<file path="src/rtl/strap_pkg.sv">
package strap_pkg;
  localparam int ADDR_W  = 5;
  localparam int DATA_W  = 16;
  localparam int RXD_W   = 4;
  localparam int ISO_BIT = 10;
  localparam logic [ADDR_W-1:0] REG_MODE = 5'h00;
  localparam logic [ADDR_W-1:0] REG_CFG  = 5'h19;
  localparam logic [ADDR_W-1:0] PULL_LEVEL = 5'b00001;

  typedef struct packed {
    logic             valid;
    logic             write;
    logic [ADDR_W-1:0] phy;
    logic [ADDR_W-1:0] regsel;
    logic [DATA_W-1:0] wdata;
  } mg_req_t;
endpackage

</file>
<file path="src/rtl/strap_capture.sv">
module strap_capture
  import strap_pkg::*;
#(
  parameter int W = ADDR_W,
  parameter logic [W-1:0] PULL = PULL_LEVEL
) (
  input  logic [W-1:0] strap_in,
  input  logic [W-1:0] strap_fit,
  output logic [W-1:0] strap_eff,
  output logic         strap_zero
);
  // Each bit picks the board strap when fitted, else its internal pull.
  for (genvar b = 0; b < W; b++) begin : g_bit
    assign strap_eff[b] = strap_fit[b] ? strap_in[b] : PULL[b];
  end
  assign strap_zero = (strap_eff == '0);
endmodule

</file>
<file path="src/rtl/mgmt_regs.sv">
module mgmt_regs
  import strap_pkg::*;
#(
  parameter int AW = ADDR_W,
  parameter int DW = DATA_W,
  parameter int IB = ISO_BIT
) (
  input  logic          clk,
  input  logic          rst,
  input  logic [AW-1:0] strap_eff,
  input  logic          strap_zero,
  input  mg_req_t       req,
  output logic [AW-1:0] phy_addr,
  output logic          iso,
  output logic [DW-1:0] rdata,
  output logic          rvalid
);
  logic          iso_strap;
  logic          iso_mode;
  logic          hit;
  logic [DW-1:0] rd_mux;

  assign hit = req.valid && (req.phy == phy_addr);
  assign iso = iso_strap | iso_mode;

  always_comb begin
    rd_mux = '0;
    case (req.regsel)
      REG_MODE: rd_mux[IB] = iso;
      REG_CFG:  rd_mux = {{(DW-AW){1'b0}}, phy_addr};
      default:  rd_mux = '0;
    endcase
  end

  always_ff @(posedge clk) begin
    if (rst) begin
      phy_addr  <= strap_eff;
      iso_strap <= strap_zero;
      iso_mode  <= 1'b0;
      rdata     <= '0;
      rvalid    <= 1'b0;
    end else begin
      rvalid <= 1'b0;
      if (hit && req.write) begin
        case (req.regsel)
          REG_MODE: begin
            iso_mode <= req.wdata[IB];
            if (!req.wdata[IB]) iso_strap <= 1'b0;
          end
          REG_CFG: phy_addr <= req.wdata[AW-1:0];
          default: ;
        endcase
      end else if (hit) begin
        rvalid <= 1'b1;
        rdata  <= rd_mux;
      end
    end
  end
endmodule

</file>
<file path="src/rtl/pad_gate.sv">
module pad_gate
  import strap_pkg::*;
#(
  parameter int SW = ADDR_W,
  parameter int TW = RXD_W
) (
  input  logic          clk,
  input  logic          rst,
  input  logic          iso,
  input  logic [SW-1:0] core_shared,
  input  logic [2:0]    core_misc,
  input  logic [TW-1:0] tx_data,
  input  logic          tx_en,
  output logic [SW-1:0] pad_shared,
  output logic [2:0]    pad_misc,
  output logic          oe,
  output logic [TW-1:0] tx_data_q,
  output logic          tx_en_q
);
  for (genvar i = 0; i < SW; i++) begin : g_shared
    always_ff @(posedge clk) begin
      if (rst) pad_shared[i] <= 1'b0;
      else     pad_shared[i] <= core_shared[i];
    end
  end

  always_ff @(posedge clk) begin
    if (rst) begin
      pad_misc  <= '0;
      oe        <= 1'b0;
      tx_data_q <= '0;
      tx_en_q   <= 1'b0;
    end else begin
      pad_misc  <= core_misc;
      oe        <= !iso;
      tx_data_q <= iso ? '0 : tx_data;
      tx_en_q   <= tx_en && !iso;
    end
  end
endmodule

</file>
<file path="src/rtl/phy_strap_ctrl.sv">
module phy_strap_ctrl
  import strap_pkg::*;
(
  input  logic              clk,
  input  logic              rst,
  input  logic [ADDR_W-1:0] strap_in,
  input  logic [ADDR_W-1:0] strap_fit,
  input  logic [RXD_W-1:0]  core_rxd,
  input  logic              core_col,
  input  logic              core_rx_dv,
  input  logic              core_rx_er,
  input  logic              core_crs,
  input  logic              core_rx_clk,
  input  logic              core_tx_clk,
  output logic [RXD_W-1:0]  pad_rxd,
  output logic              pad_col,
  output logic              pad_rx_dv,
  output logic              pad_rx_er,
  output logic              pad_crs,
  output logic              pad_rx_clk,
  output logic              pad_tx_clk,
  output logic              pad_oe,
  input  logic [RXD_W-1:0]  mii_txd,
  input  logic              mii_tx_en,
  output logic [RXD_W-1:0]  gated_txd,
  output logic              gated_tx_en,
  input  logic              mg_valid,
  input  logic              mg_write,
  input  logic [ADDR_W-1:0] mg_phy,
  input  logic [ADDR_W-1:0] mg_reg,
  input  logic [DATA_W-1:0] mg_wdata,
  output logic [DATA_W-1:0] mg_rdata,
  output logic              mg_rvalid
);
  logic [ADDR_W-1:0] strap_eff;
  logic              strap_zero;
  logic [ADDR_W-1:0] phy_addr;
  logic              iso;
  mg_req_t           req;
  logic [ADDR_W-1:0] shared_q;
  logic [2:0]        misc_q;

  assign req = '{valid: mg_valid, write: mg_write, phy: mg_phy,
                 regsel: mg_reg, wdata: mg_wdata};

  strap_capture u_cap (
    .strap_in  (strap_in),
    .strap_fit (strap_fit),
    .strap_eff (strap_eff),
    .strap_zero(strap_zero)
  );

  mgmt_regs u_regs (
    .clk       (clk),
    .rst       (rst),
    .strap_eff (strap_eff),
    .strap_zero(strap_zero),
    .req       (req),
    .phy_addr  (phy_addr),
    .iso       (iso),
    .rdata     (mg_rdata),
    .rvalid    (mg_rvalid)
  );

  pad_gate u_pads (
    .clk        (clk),
    .rst        (rst),
    .iso        (iso),
    .core_shared({core_col, core_rxd}),
    .core_misc  ({core_crs, core_rx_er, core_rx_dv}),
    .tx_data    (mii_txd),
    .tx_en      (mii_tx_en),
    .pad_shared (shared_q),
    .pad_misc   (misc_q),
    .oe         (pad_oe),
    .tx_data_q  (gated_txd),
    .tx_en_q    (gated_tx_en)
  );

  assign pad_rxd    = shared_q[RXD_W-1:0];
  assign pad_col    = shared_q[ADDR_W-1];
  assign pad_rx_dv  = misc_q[0];
  assign pad_rx_er  = misc_q[1];
  assign pad_crs    = misc_q[2];
  // Clocks are not retimed; the common enable floats them when isolated.
  assign pad_rx_clk = core_rx_clk;
  assign pad_tx_clk = core_tx_clk;
endmodule

</file>
<file path="config.mk">
export PLATFORM = sky130hd
export DESIGN_NAME = phy_strap_ctrl
export DESIGN_NICKNAME = d
export VERILOG_FILES = /design/src/rtl/strap_pkg.sv /design/src/rtl/strap_capture.sv /design/src/rtl/mgmt_regs.sv /design/src/rtl/pad_gate.sv /design/src/rtl/phy_strap_ctrl.sv
export SDC_FILE = /design/constraint.sdc
export NUM_CORES = 1
export LEC_CHECK = 0
export ABC_AREA = 1
export BUFFER_PORTS_ARGS = -buffer_cell sky130_fd_sc_hd__buf_2
export CAP_MARGIN = 40
export CORE_MARGIN = 1.5
export CORE_UTILIZATION = 36
export CTS_CLUSTER_DIAMETER = 120
export DETAILED_ROUTE_END_ITERATION = 8
export GPL_TIMING_DRIVEN = 1
export PLACE_DENSITY = 0.86
export SETUP_SLACK_MARGIN = 0.15
export SYNTH_ARGS = -nofsm -noshare
export SYNTH_HDL_FRONTEND = slang
export SYNTH_SLANG_ARGS = --single-unit
export TNS_END_PERCENT = 30
</file>
<file path="constraint.sdc">
create_clock -name clk -period 1.6 [get_ports clk]
set_clock_uncertainty 0.2 [all_clocks]
set_input_delay 0.08 -clock clk [delete_from_list [all_inputs] [get_ports clk]]
set_output_delay 0.08 -clock clk [all_outputs]
set_load 0.005 [all_outputs]
</file>
; ---- Word-level counts from Yosys, hierarchy flattened
; Index checks and enable logic that the tools add are counted.
[word_totals]
regBits = 33
in_bits = 55
out_inout_bits = 33
wordCells = 49
[op_classes]
reduce_logical = 15
eq_ne = 3
mux = 15
bitwise_logic = 2
[ops]
columns = op, count
row1 = $mux 5, 4
row2 = $mux 1, 11
row3 = $logic_not 5->1, 2
row4 = $reduce_and 2->1, 3
row5 = $reduce_bool 2->1, 3
row6 = $eq 5x5->1, 1
row7 = $eq 5x5->1 const B, 1
row8 = $reduce_or 2->1, 2
row9 = $logic_and 1x1->1, 3
row10 = $reduce_and 3->1, 1
row11 = $ne 2x2->1 const B, 1
row12 = $logic_not 1->1, 1
row13 = $not 1->1, 1
row14 = $or 1x1->1, 1

; ---- Logic depth before layout (Yosys ltp)
; Gate-level depths: netlist (run 1).
[logic_depth]
word_depth = 5
mapped_depth = 10

; ---- Modules after synthesis
; From an unflattened synthesis (run 1), not the netlist that was laid out.
[unflattened]
hier_cells = 183
area_unflattened_um2 = 1361.3
[modules_own_cells]
columns = mod, area_each_um2, seq_area_each_um2, cells_per_inst, instances
row1 = mgmt_regs, 860.8, 340.3, 123, 1
row2 = pad_gate, 424.2, 280.3, 45, 1
row3 = strap_capture, 61.3, 0.0, 13, 1
row4 = phy_strap_ctrl, 15.0, 0.0, 2, 1

; ---- Least setup slack after synthesis (run 1)
; Ideal clock, no wire load.
[synth_path]
path_type = reg-to-reg
startpoint = register u_regs.phy_addr[4]
endpoint = register u_regs.phy_addr[0] (enable)
n_path_buf = 0
slack_ns = -0.134
stages_incl_launch_ff = 6
synth_period_minus_slack_ns = 1.734
setup_time_ns = 0.374
t_arrival_ns = 1.160
path_cell_list = edfxtp_1 nand2_1 nand2_1 nor2_2 nand4_1 o21ai_0
[synth_between]
elab_chain_cells = 5
[synth_lines]
columns = element, line
row1 = from (decl), mgmt_regs.sv:13  ; output logic [AW-1:0] phy_addr,
row2 = from (signal assigned), mgmt_regs.sv:37  ; phy_addr <= strap_eff;
row3 = from (signal assigned), mgmt_regs.sv:50  ; REG_CFG: phy_addr <= req.wdata[AW-1:0];
row4 = $eq 5x5->1, mgmt_regs.sv:23  ; assign hit = req.valid && (req.phy == phy_addr);
row5 = $logic_and 1x1->1, mgmt_regs.sv:23
row6 = $logic_and 1x1->1, mgmt_regs.sv:44  ; if (hit && req.write) begin
row7 = $reduce_bool 2->1 (no source line), -
row8 = $reduce_and 2->1 (no source line), -
; No other way between the ends.
; A chain may end at the register's enable or synchronous reset.

; ---- Worst setup path in the final report (run 1)
[layout_path]
startpoint = register u_regs.phy_addr[4]
endpoint = register u_regs.phy_addr[1] (enable)
; Same word-level chain as after synthesis.

==> results.py, run 1 <==
metrics = {
    "status": {
        "run_status": "complete, but fails checks",
        "failed_checks": "negative hold slack",
    },
    "logic_synthesis": {
        "synthMostInstantiatedCell": "sky130_fd_sc_hd__nand2_1",
        "yosysWarnings": 0,
        "synth_flop_cell": "sky130_fd_sc_hd__dfxtp_1",
        "yosysTopAreaCell": "sky130_fd_sc_hd__dfxtp_1",
        "syn_area_per_cell_um2": 7.599,
        "synthArstFlopShare_pct": 0,
        "synth_top_cells_by_area": "sky130_fd_sc_hd__dfxtp_1, sky130_fd_sc_hd__edfxtp_1, sky130_fd_sc_hd__nand2_1, sky130_fd_sc_hd__inv_1, sky130_fd_sc_hd__nor2_1",
        "post-synth-top-area-fraction_pct": 35.56,
        "syn-cell-area_um2": 1239,
        "adder_cell_area_share_of_the_yosys_netlist_pct": 0,
        "synth_seq_area_share_pct": 50.10,
        "post_synth_inst_count": 163,
        "ys_top_cells_by_count": "sky130_fd_sc_hd__nand2_1, sky130_fd_sc_hd__inv_1, sky130_fd_sc_hd__nor2_1",
        "post_synth_mux_area_share_pct": 0,
        "yosys.area_share.xor_xnor_pct": 0,
        "synth_top_family_by_area": "simple AND/OR/NAND/NOR gates",
        "synth-edff-count": 6,
        "synth_seq_cells": 28,
        "yosysUniqueCellTypes": 20,
        "post_synth_and_or_nand_nor_area_fraction_pct": 29.39,
        "synth-compound-area-share_pct": 2.525,
    },
    "worst_setup_path": {
        "timing.rr.start": "u_regs.phy_addr[4]",
        "cpMostUsedCell": "sky130_fd_sc_hd__nand2_1",
        "worst_ep_required_time_ns": 1.44,
        "r2r_cells": 5,
        "worst_reg2reg_path_endpoint": "u_regs.phy_addr[1]",
        "regToRegSetupSlack_ns": 0.02,
        "path_cells": "nand2_1, nand2_1, nor2_2, nand4_1, o21ai_4",
        "worst-path-buf-inv": 0,
        "cp_slowest_cell": "sky130_fd_sc_hd__edfxtp_1",
        "timing_worst_setup_path_type": "reg2reg",
        "path_max_fanout": 5,
        "critical_path.startpoint_type": "register",
        "cp.depth": 5,
        "worst_setup_path_end_kind": "register",
        "critical_path.max_stage_delay_ns": 0.43,
        "worst_path_dominant_cell_family": "simple AND/OR/NAND/NOR gates",
        "cp.arrival_ns": 1.42,
    },
    "timing": {
        "fin_worst_hold_slack_ns": -0.01920,
        "unrepaired_setup_endpoints_after_global_routing": "true",
        "finalCriticalPeriod_ns": 1.579,
        "finalSetupViolCount": 0,
        "final_critical_path_share_of_the_clock_period_pct": 98.68,
        "finalMaxSlewViolations": 0,
        "setup_slack_ns": 0.02113,
        "report.final.hold_viol_count": 1,
        "maxClockFrequency_ghz": 0.6334,
    },
    "power": {
        "cellInternalPower_w": 0.001088,
        "switching_power_w": 0.0003439,
        "vdd_ir_drop_max_v": 0.0004388,
        "combPwrFrac_pct": 18.5,
        "switching_share_pct": 24.02,
        "cellPowerDensity_nw_per_um2": 694.6,
        "clock_power_share_pct": 28.3,
        "portion_of_total_power_attributed_to_sequential_cells_pct": 53.2,
        "leakage_nw": 1.153,
    },
    "hold_path": {
        "sink_of_the_worst_hold_path": "u_regs.iso_mode",
        "min_path_cells": 5,
        "worst_hold_path_type": "in2reg",
        "worstHoldStart": "mg_reg[3]",
    },
    "clocking": {
        "clock_sink_count": 28,
        "clock_tree_from_tritoncts": "built",
        "clk-insertion-delay-late_ns": 0.33,
        "ctsRootBufferMaster": "sky130_fd_sc_hd__clkbuf_4",
        "cts_made_buffers": 3,
        "cts.clk_slew.worst_paths_ns": 0.16,
        "htreeDepth": 1,
        "cts_buffer_depth": 2,
    },
    "routing": {
        "routed-via-count": 1317,
        "wl_per_cell_um": 11.73,
        "route.antenna.remaining_nets": 0,
        "routed_wl_mm": 3.719,
        "dr_wl_met3_um": 379,
        "firstDrtPassIters": 4,
        "route.top_layer_used": "met4",
        "post-route-drc-count": 0,
        "met1_length_mm": 1.468,
        "met2_wirelength_mm": 1.814,
        "drt-vias-per-instance": 4.155,
        "drtIter0Drc": 35,
    },
    "placement": {
        "place_ws_ns": 0.0007433,
        "dp_hpwl_mm": 2.026,
        "gp_routability_congestion": 0.8817,
        "numPortBuffers": 63,
    },
    "floorplan": {
        "core.rowCount": 21,
        "coreArea_um2": 3311,
        "chipHeight_um": 61.66,
        "die_area_um2": 3802,
        "design.portCount": 88,
        "initial_core_util_pct": 37.41,
        "die-width_um": 61.66,
    },
    "final_layout": {
        "syn2layout_area_growth_pct": 66.36,
        "finalNetCount": 327,
        "diodes": 0,
        "postLayoutCoreUtil_pct": 62.24,
        "share_of_cells_above_drive_strength_1_pct": 30.26,
    },
    "global_route": {
        "antenna_found_initial": 0,
        "grt_max_degree": 17,
        "grt_first_pass_wirelength_mm": 5.561,
        "via_count_of_the_first_global_routing_pass": 1283,
        "grt.overflow.total": 0,
        "track_usage_pct": 20.24,
    },
    "flow_run": {
        "max_cap_violations": 0,
    },
}
## registers in the layout, indices dropped and copies added, names as in the netlist
register / flops
u_pads.pad_misc: 3
u_regs.rdata: 6
u_pads.oe: 1
u_pads.tx_data_q: 4
u_regs.iso_strap: 1
u_regs.phy_addr: 5
u_regs.iso_mode: 1
u_pads.pad_shared: 5
u_pads.tx_en_q: 1
u_regs.rvalid: 1
## per-stage QoR
step / instance area (um2) / instances / setup TNS [ns] / total power, W / hold WS [ns]
after floorplan: 1276 / 172 / 0 / 0.0008765 / -0.03815
after global placement: 1573 / 270 / 0 / 0.0009418 / -0.03996
after detailed placement: 1573 / 270 / 0 / 0.0009456 / -0.03996
after CTS: 2056 / 317 / 0 / 0.001422 / -0.03915
after global routing: 2061 / 317 / -0.3338 / 0.001500 / 0.03420
final: 2061 / 317 / 0 / 0.001431 / -0.01920
## worst reg2reg max path, stage by stage, from the launching register on
cell and delay (ns):
sky130_fd_sc_hd__edfxtp_1 0.43, sky130_fd_sc_hd__nand2_1 0.08, sky130_fd_sc_hd__nand2_1 0.06, sky130_fd_sc_hd__nor2_2 0.13, sky130_fd_sc_hd__nand4_1 0.16, sky130_fd_sc_hd__o21ai_4 0.24
## worst max path at each step
stage	start	slack (ns)	end
6_report	u_regs.phy_addr[4]	0.02	u_regs.phy_addr[1]
5_1_grt	u_regs.phy_addr[1]	-0.06	u_regs.phy_addr[4]
4_1_cts	u_regs.phy_addr[4]	0.006	u_regs.phy_addr[0]
3_5_place_dp	u_regs.phy_addr[4]	0.0007	u_regs.phy_addr[1]
3_3_place_gp	u_regs.phy_addr[4]	0.04	u_regs.phy_addr[1]
2_1_floorplan	u_regs.phy_addr[4]	0.11	u_regs.phy_addr[0]
## timing repair
action	4_1_cts	5_1_grt
cloned	0	0
setup endpoints to repair	12	14
hold buffers	42	0
pin swaps	0	5
hold endpoints to repair	30	0
setup buffers	1	0
resized for setup	1	3
## layout make-up
class                           count  area [um2]
Inverter                           32       120.1
Tap cell                           46       57.56
Sequential cell                    28       620.6
Multi-Input combinational cell     98       449.2
Fill cell                         292        1250
Timing Repair Buffer              109       765.7
Clock buffer                        4       47.55
## layer usage
metal,global-route usage (%),vias up
li1,-,679
met1,23.45,569
met2,34.59,63
met3,6.513,6
met4,7.903,0
met5,0,-
## placed cells by master (no fill, tap or decap), drive strengths merged
master and instances:
edfxtp 6, nand2 38, nor2 33, o21ai 4, a21oi 1, nor4 1, inv 32, a31oi 1
buf 67, nand4 4, dfxtp 22, nand3 6, dlygate4sd3 42, conb 10, clkbuf 4
## cell families (layout without fill, tap and decap cells)
logic type / Yosys count / in the layout
DFF: 28 / 28
AOI/OAI and AO/OA: 6 / 6
other: 1 / 10
buffers and inverters: 46 / 145
and+or+nand+nor: 82 / 82
## power groups by stage
stage	combinational [W]	clock (W)	sequential (W)
floorplan	0.0000992	0	0.000777
global placement	0.000168	0	0.000774
detailed placement	0.000171	0	0.000775
CTS	0.000250	0.000413	0.000760
global route	0.000291	0.000444	0.000764
finish	0.000264	0.000405	0.000762
Note: power is estimated with default switching activity, not from simulation.
==> run 2: changes to the inputs <==
- CORE_ASPECT_RATIO: unset -> 0.6
==> run 2 against run 1 <==
The flow now finishes without violations. Clock-buffer cell count unchanged. Cell count down 1.3%. First-iteration DRC count up 8.6%. Die area up 0.29%. Worst hold slack better by 0.023 ns. Critical path depth unchanged. Global-route usage down 0.44 points.
==> results.py, run 2 (synthesized netlist as in run 1, its figures left out) <==
metrics = {
    "status": {
        "run_status": "completed",
    },
    "worst_setup_path": {
        "timing_worst_setup_path_type": "reg2reg",
        "worst-path-buf-inv": 0,
        "critical_path.max_stage_delay_ns": 0.43,
        "cp.arrival_ns": 1.37,
        "worst_path_dominant_cell_family": "simple AND/OR/NAND/NOR gates",
        "cpMostUsedCell": "sky130_fd_sc_hd__nand2_1",
        "worst_ep_required_time_ns": 1.38,
        "cp_slowest_cell": "sky130_fd_sc_hd__edfxtp_1",
        "worst_setup_path_end_kind": "register",
        "critical_path.startpoint_type": "register",
        "path_cells": "nand2_1, nand2_1, nor2_2, nand4_1, o21ai_4",
        "path_max_fanout": 5,
    },
    "flow_run": {
        "max_cap_violations": 0,
    },
    "final_layout": {
        "mostFrequentLayoutCell": "sky130_fd_sc_hd__buf_2",
        "share_of_cells_above_drive_strength_1_pct": 31.34,
        "diodes": 0,
        "largest-register": "u_regs.rdata",
        "filler_cell_count": 273,
        "top_regs": "u_regs.rdata: 6 flops, u_pads.pad_shared: 5 flops, u_regs.phy_addr: 5 flops",
        "syn2layout_area_growth_pct": 66.57,
        "largest_reg_flops": 6,
        "mostFrequentLayoutCells": "sky130_fd_sc_hd__buf_2, sky130_fd_sc_hd__dlygate4sd3_1, sky130_fd_sc_hd__nand2_1, sky130_fd_sc_hd__inv_1, sky130_fd_sc_hd__nor2_1",
        "finalNetCount": 324,
    },
    "global_route": {
        "antenna_found_initial": 0,
        "grt.overflow.total": 0,
        "track_usage_pct": 19.80,
        "via_count_of_the_first_global_routing_pass": 1280,
        "grt_first_pass_wirelength_mm": 5.740,
        "grt_max_degree": 17,
    },
    "timing": {
        "max-slew-margin-rel_pct": 65.12,
        "finalSetupViolCount": 0,
        "finalMaxSlewViolations": 0,
        "finalCriticalPeriod_ns": 1.590,
        "fin_setup_tns_ns": 0,
        "maxClockFrequency_ghz": 0.6288,
        "worst-slew-pin-transition_ns": 0.5226,
        "fin_worst_hold_slack_ns": 0.003350,
        "unrepaired_setup_endpoints_after_global_routing": "true",
        "final_critical_path_share_of_the_clock_period_pct": 99.39,
        "report.final.hold_viol_count": 0,
        "setup_slack_ns": 0.009775,
    },
    "floorplan": {
        "die-width_um": 78.73,
        "chipHeight_um": 48.44,
        "core.rowCount": 16,
        "initial_core_util_pct": 37.96,
        "coreArea_um2": 3263,
        "die_area_um2": 3813,
        "design.portCount": 88,
    },
    "routing": {
        "post-route-drc-count": 0,
        "drt-vias-per-instance": 4.160,
        "routed_wl_mm": 3.627,
        "wl_per_cell_um": 11.59,
        "routed-via-count": 1302,
        "firstDrtPassIters": 4,
        "route.antenna.remaining_nets": 0,
        "drtIter0Drc": 38,
    },
    "clocking": {
        "cts_buffer_depth": 2,
        "ctsRootBufferMaster": "sky130_fd_sc_hd__clkbuf_8",
        "cts.clk_slew.worst_paths_ns": 0.09,
        "clock_sink_count": 28,
        "clk-insertion-delay-late_ns": 0.28,
        "htreeDepth": 1,
        "cts_made_buffers": 3,
        "clock_tree_from_tritoncts": "built",
    },
    "placement": {
        "numPortBuffers": 63,
        "dp_hpwl_mm": 2.145,
        "gp_routability_congestion": 0.8472,
        "place_ws_ns": -0.05614,
    },
    "power": {
        "power_w": 0.001521,
        "cellPowerDensity_nw_per_um2": 737.1,
        "vdd_ir_drop_max_v": 0.0004117,
        "leakage_nw": 1.177,
    },
    "hold_path": {
        "worst_hold_path_type": "in2reg",
    },
}
-- run 2: timing repair --
action                                 4_1_cts  5_1_grt
gates resized for setup                      2        7
hold buffers                                40        0
setup endpoints to repair                   12       16
endpoints found under the hold margin       24        0
buffers inserted                             1        0
pin swaps                                   10        7
-- run 2: layout make-up --
class | count | area (um2) | area share (%)
timing repair buffer | 106 | 743.2 | 36.02
sequential | 28 | 620.6 | 30.08
multi-input combinational | 98 | 456.7 | 22.13
inverter | 32 | 120.1 | 5.822
clock buffer | 4 | 66.31 | 3.214
tap | 45 | 56.30 | 2.729
-- run 2: per-layer routing --
metal / vias to the layer above / GRT usage, % / routed length [um]
li1: 671 / - / -
met1: 574 / 23.61 / 1614
met2: 51 / 31.18 / 1525
met3: 6 / 10.00 / 430
met4: 0 / 6.250 / 57
met5: - / 0 / 0
-- run 2: worst paths after layout --
check,from,to,slack (ns),cells after the start
worst max-delay path,u_regs.phy_addr[4],u_regs.phy_addr[3],0.01,5
worst min-delay path,strap_in[2],u_regs.phy_addr[2],0.003,3
worst min register to register,u_regs.rdata[4],u_regs.rdata[4],0.27,2
worst max register to register,u_regs.phy_addr[4],u_regs.phy_addr[3],0.01,5
-- run 2: report_power, final --
part,internal (W),switching (W),total [W]
clock,0.000273,0.000230,0.000503
sequential,0.000751,0.00000971,0.000760
combinational,0.000141,0.000116,0.000258
total,0.00116,0.000356,0.00152
-- run 2: stage by stage --
step / utilization (%) / area, um2 / std cells
after floorplan: - / 1276 / 172
after global placement: 47.93 / 1564 / 268
after detailed placement: 47.93 / 1564 / 268
after CTS: 62.69 / 2046 / 313
after global routing: 63.23 / 2063 / 313
final: 63.23 / 2063 / 313
-- run 2: tightest hold or removal path: cells and delay by family --
| family | cells | cell delay [ns] |
|---|---|---|
| buf+inv | 1 | 0.08 |
| compound gates | 1 | 0.15 |
| simple gates | 1 | 0.06 |
==> run 3: changes to the inputs <==
- CORE_UTILIZATION: 36 -> 43
- PLACE_DENSITY: 0.86 -> 0.95
- clock period: 1.6 -> 2 ns (I/O delays scaled with it)
==> run 3 against run 2 <==
The flow now finishes with violations (negative hold slack). Setup slack gained 0.26 ns. Largest cell class is now sequential cells. Worst hold slack lost 0.0086 ns. Utilization is 8.9 points higher.
==> results.py, run 3 (synthesized netlist as in run 1, its figures left out) <==
metrics = {
    "status": {
        "run_status": "complete, but fails checks",
        "failed_checks": "negative hold slack",
    },
    "timing": {
        "fin_worst_hold_slack_ns": -0.005295,
        "worst-slew-pin-transition_ns": 0.5052,
        "finalMaxSlewViolations": 0,
        "max-slew-margin-rel_pct": 66.28,
        "maxClockFrequency_ghz": 0.5785,
        "report.final.hold_viol_count": 1,
        "finalSetupViolCount": 0,
        "finalCriticalPeriod_ns": 1.729,
        "fin_setup_tns_ns": 0,
        "unrepaired_setup_endpoints_after_global_routing": "false",
        "final_critical_path_share_of_the_clock_period_pct": 86.43,
    },
    "final_layout": {
        "share_of_cells_above_drive_strength_1_pct": 29.53,
        "syn2layout_area_growth_pct": 52.02,
        "finalNetCount": 310,
        "finish.cell_count_without_fillers": 286,
        "largest_reg_flops": 6,
        "diodes": 0,
        "mostFrequentLayoutCells": "sky130_fd_sc_hd__buf_2, sky130_fd_sc_hd__nand2_1, sky130_fd_sc_hd__inv_1, sky130_fd_sc_hd__nor2_1, sky130_fd_sc_hd__dlygate4sd3_1",
        "top_regs": "u_regs.rdata: 6 flops, u_pads.pad_shared: 5 flops, u_regs.phy_addr: 5 flops",
        "largest-register": "u_regs.rdata",
        "mostFrequentLayoutCell": "sky130_fd_sc_hd__buf_2",
    },
    "worst_setup_path": {
        "critical_path.startpoint_type": "primary input",
        "path_max_fanout": 16,
        "path_cells": "buf_2, inv_1, a21oi_1, nor2_1, dlygate4sd3_1",
        "startpoint": "rst",
        "worst_setup_path_end_kind": "register",
        "worst_ep_required_time_ns": 1.83,
        "worst_path_dominant_cell_family": "buffers and inverters",
        "critical_path.max_stage_delay_ns": 0.56,
        "timing.rr.start": "u_regs.phy_addr[4]",
        "cp.arrival_ns": 1.56,
        "worst-path-buf-inv": 3,
        "timing_worst_setup_path_type": "in2reg",
        "cp_slowest_cell": "sky130_fd_sc_hd__dlygate4sd3_1",
    },
    "routing": {
        "firstDrtPassIters": 4,
        "routed_wl_mm": 3.742,
        "wl_per_cell_um": 13.08,
        "drtIter0Drc": 70,
        "routed-via-count": 1333,
        "drt-vias-per-instance": 4.661,
        "route.antenna.remaining_nets": 0,
        "post-route-drc-count": 0,
    },
    "floorplan": {
        "chipHeight_um": 44.58,
        "die-width_um": 72.29,
        "initial_core_util_pct": 47.46,
        "die_area_um2": 3222,
        "coreArea_um2": 2610,
        "design.portCount": 88,
        "core.rowCount": 14,
    },
    "flow_run": {
        "max_cap_violations": 0,
    },
    "power": {
        "vdd_ir_drop_max_v": 0.0006230,
        "cellPowerDensity_nw_per_um2": 635.1,
        "leakage_nw": 1.088,
        "power_w": 0.001196,
    },
    "global_route": {
        "grt.met3_usage_pct": 9.112,
        "global_route.peak_usage_layer": "met2",
        "grt_max_degree": 17,
        "gr-usage-met1_pct": 31.11,
        "grt.overflow.total": 0,
        "track_usage_pct": 24.56,
        "groute.layer.met2.usage_pct": 38.15,
        "antenna_found_initial": 0,
        "via_count_of_the_first_global_routing_pass": 1283,
        "grt_first_pass_wirelength_mm": 5.789,
    },
    "placement": {
        "placed_cells": 254,
        "numPortBuffers": 63,
        "dp_hpwl_mm": 2.129,
        "gp_routability_congestion": 0.9037,
    },
    "hold_path": {
        "worstHoldStart": "mg_wdata[10]",
        "worst_hold_path_type": "in2reg",
    },
    "clocking": {
        "cts.clk_slew.worst_paths_ns": 0.10,
        "htreeDepth": 1,
        "clk-insertion-delay-late_ns": 0.27,
        "number_of_buffers_added_to_fix_hold_violations_after_cts": 28,
        "cts_made_buffers": 3,
        "clock_tree_from_tritoncts": "built",
        "post_cts_resize_count": 0,
        "ctsRootBufferMaster": "sky130_fd_sc_hd__clkbuf_8",
        "cts_buffer_depth": 2,
        "cts_setup_buffers": 0,
        "clock_sink_count": 28,
    },
}
-- run 3: changes by cell type in the layout (fill, tap and decap cells not counted) --
cell / delta
sky130_fd_sc_hd__o21ai_0: +1
sky130_fd_sc_hd__dlygate4sd3_1: -10
sky130_fd_sc_hd__buf_4: -2
sky130_fd_sc_hd__nor2_1: +2
sky130_fd_sc_hd__inv_2: -1
sky130_fd_sc_hd__nor2_2: -2
sky130_fd_sc_hd__inv_1: +1
sky130_fd_sc_hd__nand2_1: +3
sky130_fd_sc_hd__nand2_2: -3
sky130_fd_sc_hd__o21ai_4: -1
sky130_fd_sc_hd__dlymetal6s4s_1: -2
-- run 3: final timing paths --
check	end	slack, ns	cells past startpoint
max	u_regs.phy_addr[3]	0.27	5
min	u_regs.iso_mode	-0.005	5
max reg2reg	u_regs.phy_addr[1]	0.37	6
min reg2reg	u_regs.rdata[0]	0.27	2
-- run 3: power by group --
| part | switching, W | internal [W] | total, W | leakage (nW) |
|---|---|---|---|---|
| sequential | 0.00000853 | 0.000600 | 0.000609 | 0.241 |
| combinational | 0.0000929 | 0.0000972 | 0.000190 | 0.813 |
| clock | 0.000179 | 0.000218 | 0.000397 | 0.0339 |
-- run 3: cell type report --
| class | instances | area (um2) |
|---|---|---|
| Multi-Input combinational cell | 98 | 432.9 |
| Timing Repair Buffer | 92 | 603.1 |
| Inverter | 32 | 120.1 |
| Tap cell | 32 | 40.04 |
| Sequential cell | 28 | 620.6 |
| Fill cell | 171 | 726.9 |
| Clock buffer | 4 | 66.31 |
-- run 3: metrics by stage --
step	area (um2)	utilization (%)	setup slack, ns
6_report	1883	72.15	0.2715
5_1_grt	1883	72.15	0.2304
4_1_cts	1883	72.15	0.3599
3_5_place_dp	1536	58.87	0.3981
3_3_place_gp	1536	58.87	0.3838
2_1_floorplan	1272	-	0.2665
-- run 3: worst register-to-register path, cell delays in order, from the launching register on --
cell,delay (ns)
sky130_fd_sc_hd__edfxtp_1,0.42
sky130_fd_sc_hd__nand2_1,0.09
sky130_fd_sc_hd__nand2_1,0.06
sky130_fd_sc_hd__nor2_2,0.13
sky130_fd_sc_hd__nand4_1,0.10
sky130_fd_sc_hd__o21ai_0,0.17
sky130_fd_sc_hd__buf_4,0.18
-- run 3: routing by layer --
metal	wire length [um]	up-vias	part of all wire (%)
li1	-	645	-
met1	1578	588	42
met2	1621	86	43
met3	410	14	11
met4	131	0	3.5
met5	0	-	0
